### src/rtl/ctb_pkg.sv
package ctb_pkg;

  typedef enum logic [2:0] {
    SRC_DIV12   = 3'd0,
    SRC_DIV4    = 3'd1,
    SRC_TOVF    = 3'd2,
    SRC_EXTFALL = 3'd3,
    SRC_SYSCLK  = 3'd4,
    SRC_EXTDIV  = 3'd5,
    SRC_RSV6    = 3'd6,
    SRC_RSV7    = 3'd7
  } src_e;

  typedef struct packed {
    logic       idle_hold;
    logic       wd_en;
    logic       wd_lock;
    logic       zero4;
    logic [2:0] src;
    logic       ovf_ie;
  } mode_t;

  localparam logic [7:0] MODE_RST = 8'h40;

  localparam logic [1:0] ADDR_MODE = 2'd0;
  localparam logic [1:0] ADDR_STAT = 2'd1;
  localparam logic [1:0] ADDR_CLO  = 2'd2;
  localparam logic [1:0] ADDR_CHI  = 2'd3;

  // Next mode register value for a software write.
  function automatic mode_t mode_update(mode_t cur, logic [7:0] wd);
    mode_t nxt;
    nxt = cur;
    if (cur.wd_en) begin
      if (!wd[6] && !cur.wd_lock) nxt.wd_en = 1'b0;
    end else begin
      nxt = mode_t'(wd);
      nxt.wd_lock = wd[5] | cur.wd_lock;
    end
    nxt.zero4 = 1'b0;
    return nxt;
  endfunction

  // Source code that can never produce a count enable.
  function automatic logic src_reserved(logic [2:0] s);
    return s[2] & s[1];
  endfunction

endpackage

### src/rtl/ctb_prescaler.sv
module ctb_prescaler #(
  parameter int DIV = 12
) (
  input  logic clk,
  input  logic rst_n,
  output logic pulse_o
);
  localparam int CW = (DIV > 1) ? $clog2(DIV) : 1;

  logic [CW-1:0] cnt_q;
  logic          at_end;

  assign at_end = (cnt_q == CW'(DIV - 1));

  always_ff @(posedge clk) begin
    if (!rst_n)      cnt_q <= '0;
    else if (at_end) cnt_q <= '0;
    else             cnt_q <= cnt_q + 1'b1;
  end

  assign pulse_o = at_end;
endmodule

### src/rtl/ctb_sync_edge.sv
module ctb_sync_edge #(
  parameter int STAGES  = 2,
  parameter bit FALLING = 1'b1
) (
  input  logic clk,
  input  logic rst_n,
  input  logic async_i,
  output logic edge_o
);
  logic [STAGES:0] sh_q;
  logic            lvl_new;
  logic            lvl_old;

  always_ff @(posedge clk) begin
    if (!rst_n) sh_q <= '0;
    else        sh_q <= {sh_q[STAGES-1:0], async_i};
  end

  assign lvl_new = sh_q[STAGES-1];
  assign lvl_old = sh_q[STAGES];

  generate
    if (FALLING) begin : g_fall
      assign edge_o = lvl_old & ~lvl_new;
    end else begin : g_rise
      assign edge_o = lvl_new & ~lvl_old;
    end
  endgenerate
endmodule

### src/rtl/ctb_pulse_div.sv
module ctb_pulse_div #(
  parameter int DIV = 8
) (
  input  logic clk,
  input  logic rst_n,
  input  logic in_pulse,
  output logic out_pulse
);
  localparam int CW = (DIV > 1) ? $clog2(DIV) : 1;

  logic [CW-1:0] cnt_q;
  logic          last;

  assign last = (cnt_q == CW'(DIV - 1));

  always_ff @(posedge clk) begin
    if (!rst_n)        cnt_q <= '0;
    else if (in_pulse) cnt_q <= last ? '0 : cnt_q + 1'b1;
  end

  assign out_pulse = in_pulse & last;
endmodule

### src/rtl/ctb_timebase.sv
module ctb_timebase
  import ctb_pkg::*;
#(
  parameter int CNT_W       = 16,
  parameter int PRE_SLOW    = 12,
  parameter int PRE_FAST    = 4,
  parameter int EXT_DIV     = 8,
  parameter int SYNC_STAGES = 2
) (
  input  logic       clk,
  input  logic       rst_n,
  input  logic       reg_we,
  input  logic [1:0] reg_addr,
  input  logic [7:0] reg_wdata,
  output logic [7:0] reg_rdata,
  input  logic       idle_i,
  input  logic       tmr_ovf_i,
  input  logic       ext_cnt_i,
  input  logic       ext_clk_i,
  output logic       irq_o
);
  localparam int HI_W = CNT_W - 8;

  mode_t            mode_q;
  logic [CNT_W-1:0] cnt_q;
  logic             flag_q;

  logic wr_mode, wr_stat, wr_lo, wr_hi, wr_cnt;
  logic p_slow, p_fast, p_fall, p_rise, p_extdiv;
  logic src_pulse, suspend, tick, ovf_evt;

  assign wr_mode = reg_we && (reg_addr == ADDR_MODE);
  assign wr_stat = reg_we && (reg_addr == ADDR_STAT);
  assign wr_lo   = reg_we && (reg_addr == ADDR_CLO);
  assign wr_hi   = reg_we && (reg_addr == ADDR_CHI);
  assign wr_cnt  = wr_lo | wr_hi;

  ctb_prescaler #(.DIV(PRE_SLOW)) u_pre_slow (
    .clk(clk), .rst_n(rst_n), .pulse_o(p_slow));

  ctb_prescaler #(.DIV(PRE_FAST)) u_pre_fast (
    .clk(clk), .rst_n(rst_n), .pulse_o(p_fast));

  ctb_sync_edge #(.STAGES(SYNC_STAGES), .FALLING(1'b1)) u_cnt_sync (
    .clk(clk), .rst_n(rst_n), .async_i(ext_cnt_i), .edge_o(p_fall));

  ctb_sync_edge #(.STAGES(SYNC_STAGES), .FALLING(1'b0)) u_clk_sync (
    .clk(clk), .rst_n(rst_n), .async_i(ext_clk_i), .edge_o(p_rise));

  ctb_pulse_div #(.DIV(EXT_DIV)) u_ext_div (
    .clk(clk), .rst_n(rst_n), .in_pulse(p_rise), .out_pulse(p_extdiv));

  always_comb begin
    case (src_e'(mode_q.src))
      SRC_DIV12:   src_pulse = p_slow;
      SRC_DIV4:    src_pulse = p_fast;
      SRC_TOVF:    src_pulse = tmr_ovf_i;
      SRC_EXTFALL: src_pulse = p_fall;
      SRC_SYSCLK:  src_pulse = 1'b1;
      SRC_EXTDIV:  src_pulse = p_extdiv;
      default:     src_pulse = 1'b0;
    endcase
  end

  assign suspend = mode_q.idle_hold & idle_i;
  assign tick    = src_pulse & ~suspend & ~src_reserved(mode_q.src);
  assign ovf_evt = tick & ~wr_cnt & (cnt_q == {CNT_W{1'b1}});

  always_ff @(posedge clk) begin
    if (!rst_n)       mode_q <= mode_t'(MODE_RST);
    else if (wr_mode) mode_q <= mode_update(mode_q, reg_wdata);
  end

  always_ff @(posedge clk) begin
    if (!rst_n) begin
      cnt_q <= '0;
    end else if (wr_cnt) begin
      if (wr_lo) cnt_q[7:0]       <= reg_wdata;
      if (wr_hi) cnt_q[CNT_W-1:8] <= reg_wdata[HI_W-1:0];
    end else if (tick) begin
      cnt_q <= cnt_q + 1'b1;
    end
  end

  always_ff @(posedge clk) begin
    if (!rst_n)                      flag_q <= 1'b0;
    else if (ovf_evt)                flag_q <= 1'b1;
    else if (wr_stat && !reg_wdata[0]) flag_q <= 1'b0;
  end

  assign irq_o = flag_q & mode_q.ovf_ie;

  always_comb begin
    case (reg_addr)
      ADDR_MODE: reg_rdata = mode_q;
      ADDR_STAT: reg_rdata = {7'd0, flag_q};
      ADDR_CLO:  reg_rdata = cnt_q[7:0];
      default:   reg_rdata = 8'(cnt_q[CNT_W-1:8]);
    endcase
  end
endmodule

### config.mk
export PLATFORM = sky130hd
export DESIGN_NAME = ctb_timebase
export DESIGN_NICKNAME = d
export VERILOG_FILES = /design/src/rtl/ctb_pkg.sv /design/src/rtl/ctb_prescaler.sv /design/src/rtl/ctb_sync_edge.sv /design/src/rtl/ctb_pulse_div.sv /design/src/rtl/ctb_timebase.sv
export SDC_FILE = /design/constraint.sdc
export NUM_CORES = 1
export LEC_CHECK = 0
export ABC_CLOCK_PERIOD_IN_PS = 2750
export BUFFER_PORTS_ARGS = -buffer_cell sky130_fd_sc_hd__buf_2
export CAP_MARGIN = 20
export CORE_ASPECT_RATIO = 0.7
export CORE_UTILIZATION = 32
export CTS_CLUSTER_SIZE = 40
export DETAILED_ROUTE_END_ITERATION = 8
export SLEW_MARGIN = 10
export SYNTH_ARGS = -nofsm -noshare
export SYNTH_HDL_FRONTEND = slang
export SYNTH_HIERARCHICAL = 1
export SYNTH_SLANG_ARGS = --single-unit
### constraint.sdc
create_clock -name clk -period 2.75 [get_ports clk]
set_clock_uncertainty 0.05 [all_clocks]
set_input_delay 0.1375 -clock clk [delete_from_list [all_inputs] [get_ports clk]]
set_output_delay 0.1375 -clock clk [all_outputs]
set_load 0.02 [all_outputs]
# Word-level counts from Yosys, hierarchy flattened
# Cells that the tools add are included.
# W data, S select, Z words.
[op_classes] add_sub_neg=4 mul=0 n_div=0 order_cmp=0 n_eq_ne=14 shift=0 mux=11 bitwise_logic=19 reduce_logical=18
[ops] operator="$mux W16" n=2
[ops] operator="$pmux W8 S3" n=1
[ops] operator="$add A16 B1 Y16 const B" n=1
[ops] operator="$eq A16 B16 Y1 const B" n=1
[ops] operator="$mux W8" n=2
[ops] operator="$and A1 B1 Y1" n=10
[ops] operator="$eq A3 B3 Y1 const B" n=3
[ops] operator="$not A1 Y1" n=7
[ops] operator="$eq A2 B2 Y1 const B" n=3
[ops] operator="$eq A3 B2 Y1 const B" n=2
[ops] operator="$logic_and A1 B1 Y1" n=6
[ops] operator="$pmux W1 S6" n=1
[ops] operator="$reduce_and A2 Y1" n=3
[ops] operator="$add A4 B1 Y4 const B" n=1
[ops] operator="$eq A4 B4 Y1 const B" n=1
[ops] operator="$mux W1" n=4
[ops] operator="$ne A2 B2 Y1 const B" n=2
[ops] operator="$reduce_bool A2 Y1" n=2
[ops] operator="$reduce_or A2 Y1" n=2
[ops] operator="$add A3 B1 Y3 const B" n=1
[ops] operator="$eq A3 B1 Y1 const B" n=1
[ops] operator="$logic_not A1 Y1" n=3
[ops] operator="$logic_not A3 Y1" n=1
[ops] operator="$mux W3" n=1
[ops] operator="4 further kinds" n=5
[word_totals] regBits=39 latchBits=0 mem_bits_rw=0 romBits=0 input_bits=17 word_cells=79 n_memories=0

# Longest topological paths before layout
[logic_depth] word_depth=9 ltp_mapped=9 ltp_nobuf=8

# By module
# Netlist, hierarchy kept.
[modules_own_cells] mod="ctb_timebase" n_inst=1 cells_each=198 area_per_inst_um2=1600.3
[modules_own_cells] mod="ctb_prescaler (u_pre_slow)" n_inst=1 cells_each=18 area_per_inst_um2=175.2
[modules_own_cells] mod="ctb_pulse_div" n_inst=1 cells_each=13 area_per_inst_um2=151.4
[modules_own_cells] mod="ctb_sync_edge (u_clk_sync)" n_inst=1 cells_each=7 area_per_inst_um2=92.6
[modules_own_cells] mod="ctb_sync_edge (u_cnt_sync)" n_inst=1 cells_each=7 area_per_inst_um2=88.8
[modules_own_cells] mod="ctb_prescaler (u_pre_fast)" n_inst=1 cells_each=5 area_per_inst_um2=73.8

# Least setup slack after synthesis
# Ideal clock, no wire load.
[synth_timing] path_kind="flip-flop to flip-flop" startpoint="register u_ext_div.cnt_q[0]" endpoint="register, netlist name cnt_q[7]" setup_time_ns=0.088 arrival_time_ns=1.776 t_required_ns=2.612 setup_slack_ns=0.835 stages_incl_launch_ff=10 n_path_buf=1 cell_sequence="dfxtp_1 > ha_1 > ha_1 > and2_2 > nor2b_1 > o21ai_1 > a31oi_2 > buf_6 > a21oi_1 > o32ai_2"
[synth_lines] item="from (decl)" line_no="ctb_pulse_div.sv:11" rtl="logic [CW-1:0] cnt_q;"
[synth_lines] item="from (signal assigned)" line_no="ctb_pulse_div.sv:18" rtl="else if (in_pulse) cnt_q <= last ? '0 : cnt_q + 1'b1;"

==> metrics.txt <==
prevailing post-synth register cell=dfxtp_1; clock tree sinks=39; root buf cell=clkbuf_8; HP Class=in2reg; DRT Pass-1 Iters=5; Worst-path clk slew=0.08 ns; largest family of logic cells by synthesized area=simple AND/OR/NAND/NOR gates; Final Total Pwr=1240 uW; Leakage=0.000983 uW; Max Buffers Root-to-Sink=2; GRT Overall Usage=0.177; Initial Utilization=0.341; Synth Area in Simple Gates=0.256; Crit Path Category=reg2reg; Tmin final=2.15 ns; RSZ-0062 raised after global routing=false; Distinct cells, synth=59; Finished Core Util=0.397; CORE AREA=6400 sq um; Slew @ Worst Pin=0.491 ns; post-DP HPWL=4190 microns; I/O pin total=26; Post-synth EDFFs=0; layout cells sized above 1=0.231; crit path DAT=2.33 ns; CTS tree=done; Cells after Synth=248; # port buffers=25; Period Utilization, post-route=0.780; initial antenna violation count=0; die area=7160 sq um; Synth Area in XOR/XNOR=0.00401; Vias/cell=5.43; net count reported at finish=298; yosys warns=6; vias in the first global route=1883; Synth Net Count=270; ANT cells=0; Async SR Flop Fraction=0; chip width=101 microns; Worst setup EP type=flop; # setup viols final=0; cell area after synthesis=2180 sq um; mux cell area share after synthesis=0.0636; DR vias=1997; Routed WL=5820 microns; die height=71.1 microns; area fraction in compound gates after synthesis=0.254; Mapped Avg Cell Area=8.80 sq um; most frequent cells in the layout=39 x dfxtp_1, 35 x nand2_1, 25 x buf_2, 23 x a21oi_1, 11 x nor2_1; Synth area leader=dfxtp_1; post_cts resized=0; Routed Antenna Nets=0; synthesized flop and latch total=39; final worst slack=0.604 ns; worst-path fanout max=16; H-tree depth=2; Hold Vio Cnt, Final=0; Synth area leaders=dfxtp_1 36%, nand2_1 6.0%, a21oi_1 5.3%; pin count of the biggest net entering global routing=30; first-pass GRT wire length=9670 microns; clock latency on the worst-skew pair=0.30 ns; final max-slew violation count=0; f_max=466 MHz; DR WL/cell=15.8 microns; status=finished, final reports clean; cell row count=24; Max VDD drop=240 uV; DRT iter0 DRCs=267; pre-CTS WS=0.647 ns; adder-cell area share of the yosys netlist=0.0287; grt total ovfl=0; Final TNS setup=0 ns; sequential area share after synthesis=0.358; commonest non-fill, non-tap cell in the layout=dfxtp_1; Pwr Density=490 nW/um^2; top cell type's share of synthesized area=0.358; # DRC=0; # Max-Cap Violations=0; gp weighted congestion=0.797; CP Launch Type=flop; Req. time, crit path=2.93 ns; worst relative slew slack=0.673; P&R area growth vs syn=16.2%; CTS buffer count=5
[synth_stat cells, types with 3 or more instances]
| cell type | instances |
|---|---|
| o31ai_1 | 4 |
| o31a_1 | 5 |
| nor2b_1 | 6 |
| buf_2 | 3 |
| dfxtp_1 | 39 |
| o32ai_1 | 7 |
| mux2i_1 | 6 |
| clkbuf_1 | 6 |
| a21oi_1 | 23 |
| mux2_2 | 5 |
| and3_1 | 4 |
| nand3_1 | 9 |
| nand2_1 | 35 |
| o22ai_1 | 3 |
| nor2_1 | 11 |
| a22o_1 | 5 |
| and2_1 | 7 |
| ha_1 | 5 |
| nand4_1 | 6 |
| o21ai_0 | 9 |
[state kept, by name, indices dropped and copies added (netlist names)]
signal,flops
u_pre_fast/cnt_q,2
u_cnt_sync/sh_q,3
mode_q,7
u_pre_slow/cnt_q,4
u_ext_div/cnt_q,3
u_clk_sync/sh_q,3
cnt_q,16
flag_q,1
[report_power, final]
part           switching (uW)  internal (uW)
logic                    80.2           55.4
registers                18.2            583
clock network             213            294
total                     311            932
[layer usage]
metal	vias to the layer above	track usage	wire, microns
met4	0	0.0483	80
met1	938	0.269	3000
met3	7	0.0573	518
met5	-	0	0
met2	79	0.234	2220
li1	973	-	-
[path summary, 6_finish.rpt]
kind                              startpoint                             to  slack [ns]  cells after the start
min reg2reg    u_cnt_sync/sh_q[0]$_SDFF_PN0_  u_cnt_sync/sh_q[1]$_SDFF_PN0_        0.39                      1
min                             reg_wdata[7]         mode_q[7]$_SDFFE_PN0P_        0.05                      3
max reg2reg  u_ext_div/cnt_q[0]$_SDFFE_PN0P_         cnt_q[11]$_SDFFE_PN0P_        0.60                      8
max          u_ext_div/cnt_q[0]$_SDFFE_PN0P_         cnt_q[11]$_SDFFE_PN0P_        0.60                      8
[timing repair]
| item | 4_1_cts | 5_1_grt |
|---|---|---|
| hold buffers | 2 | 0 |
| hold endpoints to repair | 2 | 0 |
| buffers inserted | 0 | 0 |
[critical path: stages (launching register included)]
cell,delay [ns]
dfxtp_1,0.34
ha_1,0.21
ha_1,0.20
and2_2,0.19
nor2b_1,0.10
o21ai_1,0.16
a32oi_4,0.52
o21ai_0,0.16
a21oi_1,0.15
[kinds of logic after synthesis]
| kind of cell | count (synthesis) |
|---|---|
| simple gates | 102 |
| compound gates | 74 |
| flops | 39 |
| buf+inv | 15 |
| mux | 12 |
| fa+ha+maj | 5 |
| xor+xnor | 1 |
[area by class of cell]
type / count / area (sq um)
Clock buffer: 6 / 82.6
Clock inverter: 2 / 35.0
Fill cell: 674 / 3860
Inverter: 3 / 11.3
Multi-Input combinational cell: 194 / 1320
Sequential cell: 39 / 781
Tap cell: 91 / 114
Timing Repair Buffer: 33 / 190
[per-stage QoR]
| stage | cells | hold slack [ns] | area (sq um) |
|---|---|---|---|
| final | 368 | 0.0452 | 2540 |
| after global routing | 368 | 0.0527 | 2540 |
| after CTS | 368 | 0.0349 | 2540 |
| after detailed placement | 358 | 0.293 | 2400 |
| after global placement | 358 | 0.291 | 2400 |
| after floorplan | 248 | 0.201 | 2180 |
No activity file was read; power rests on OpenSTA's default activity.
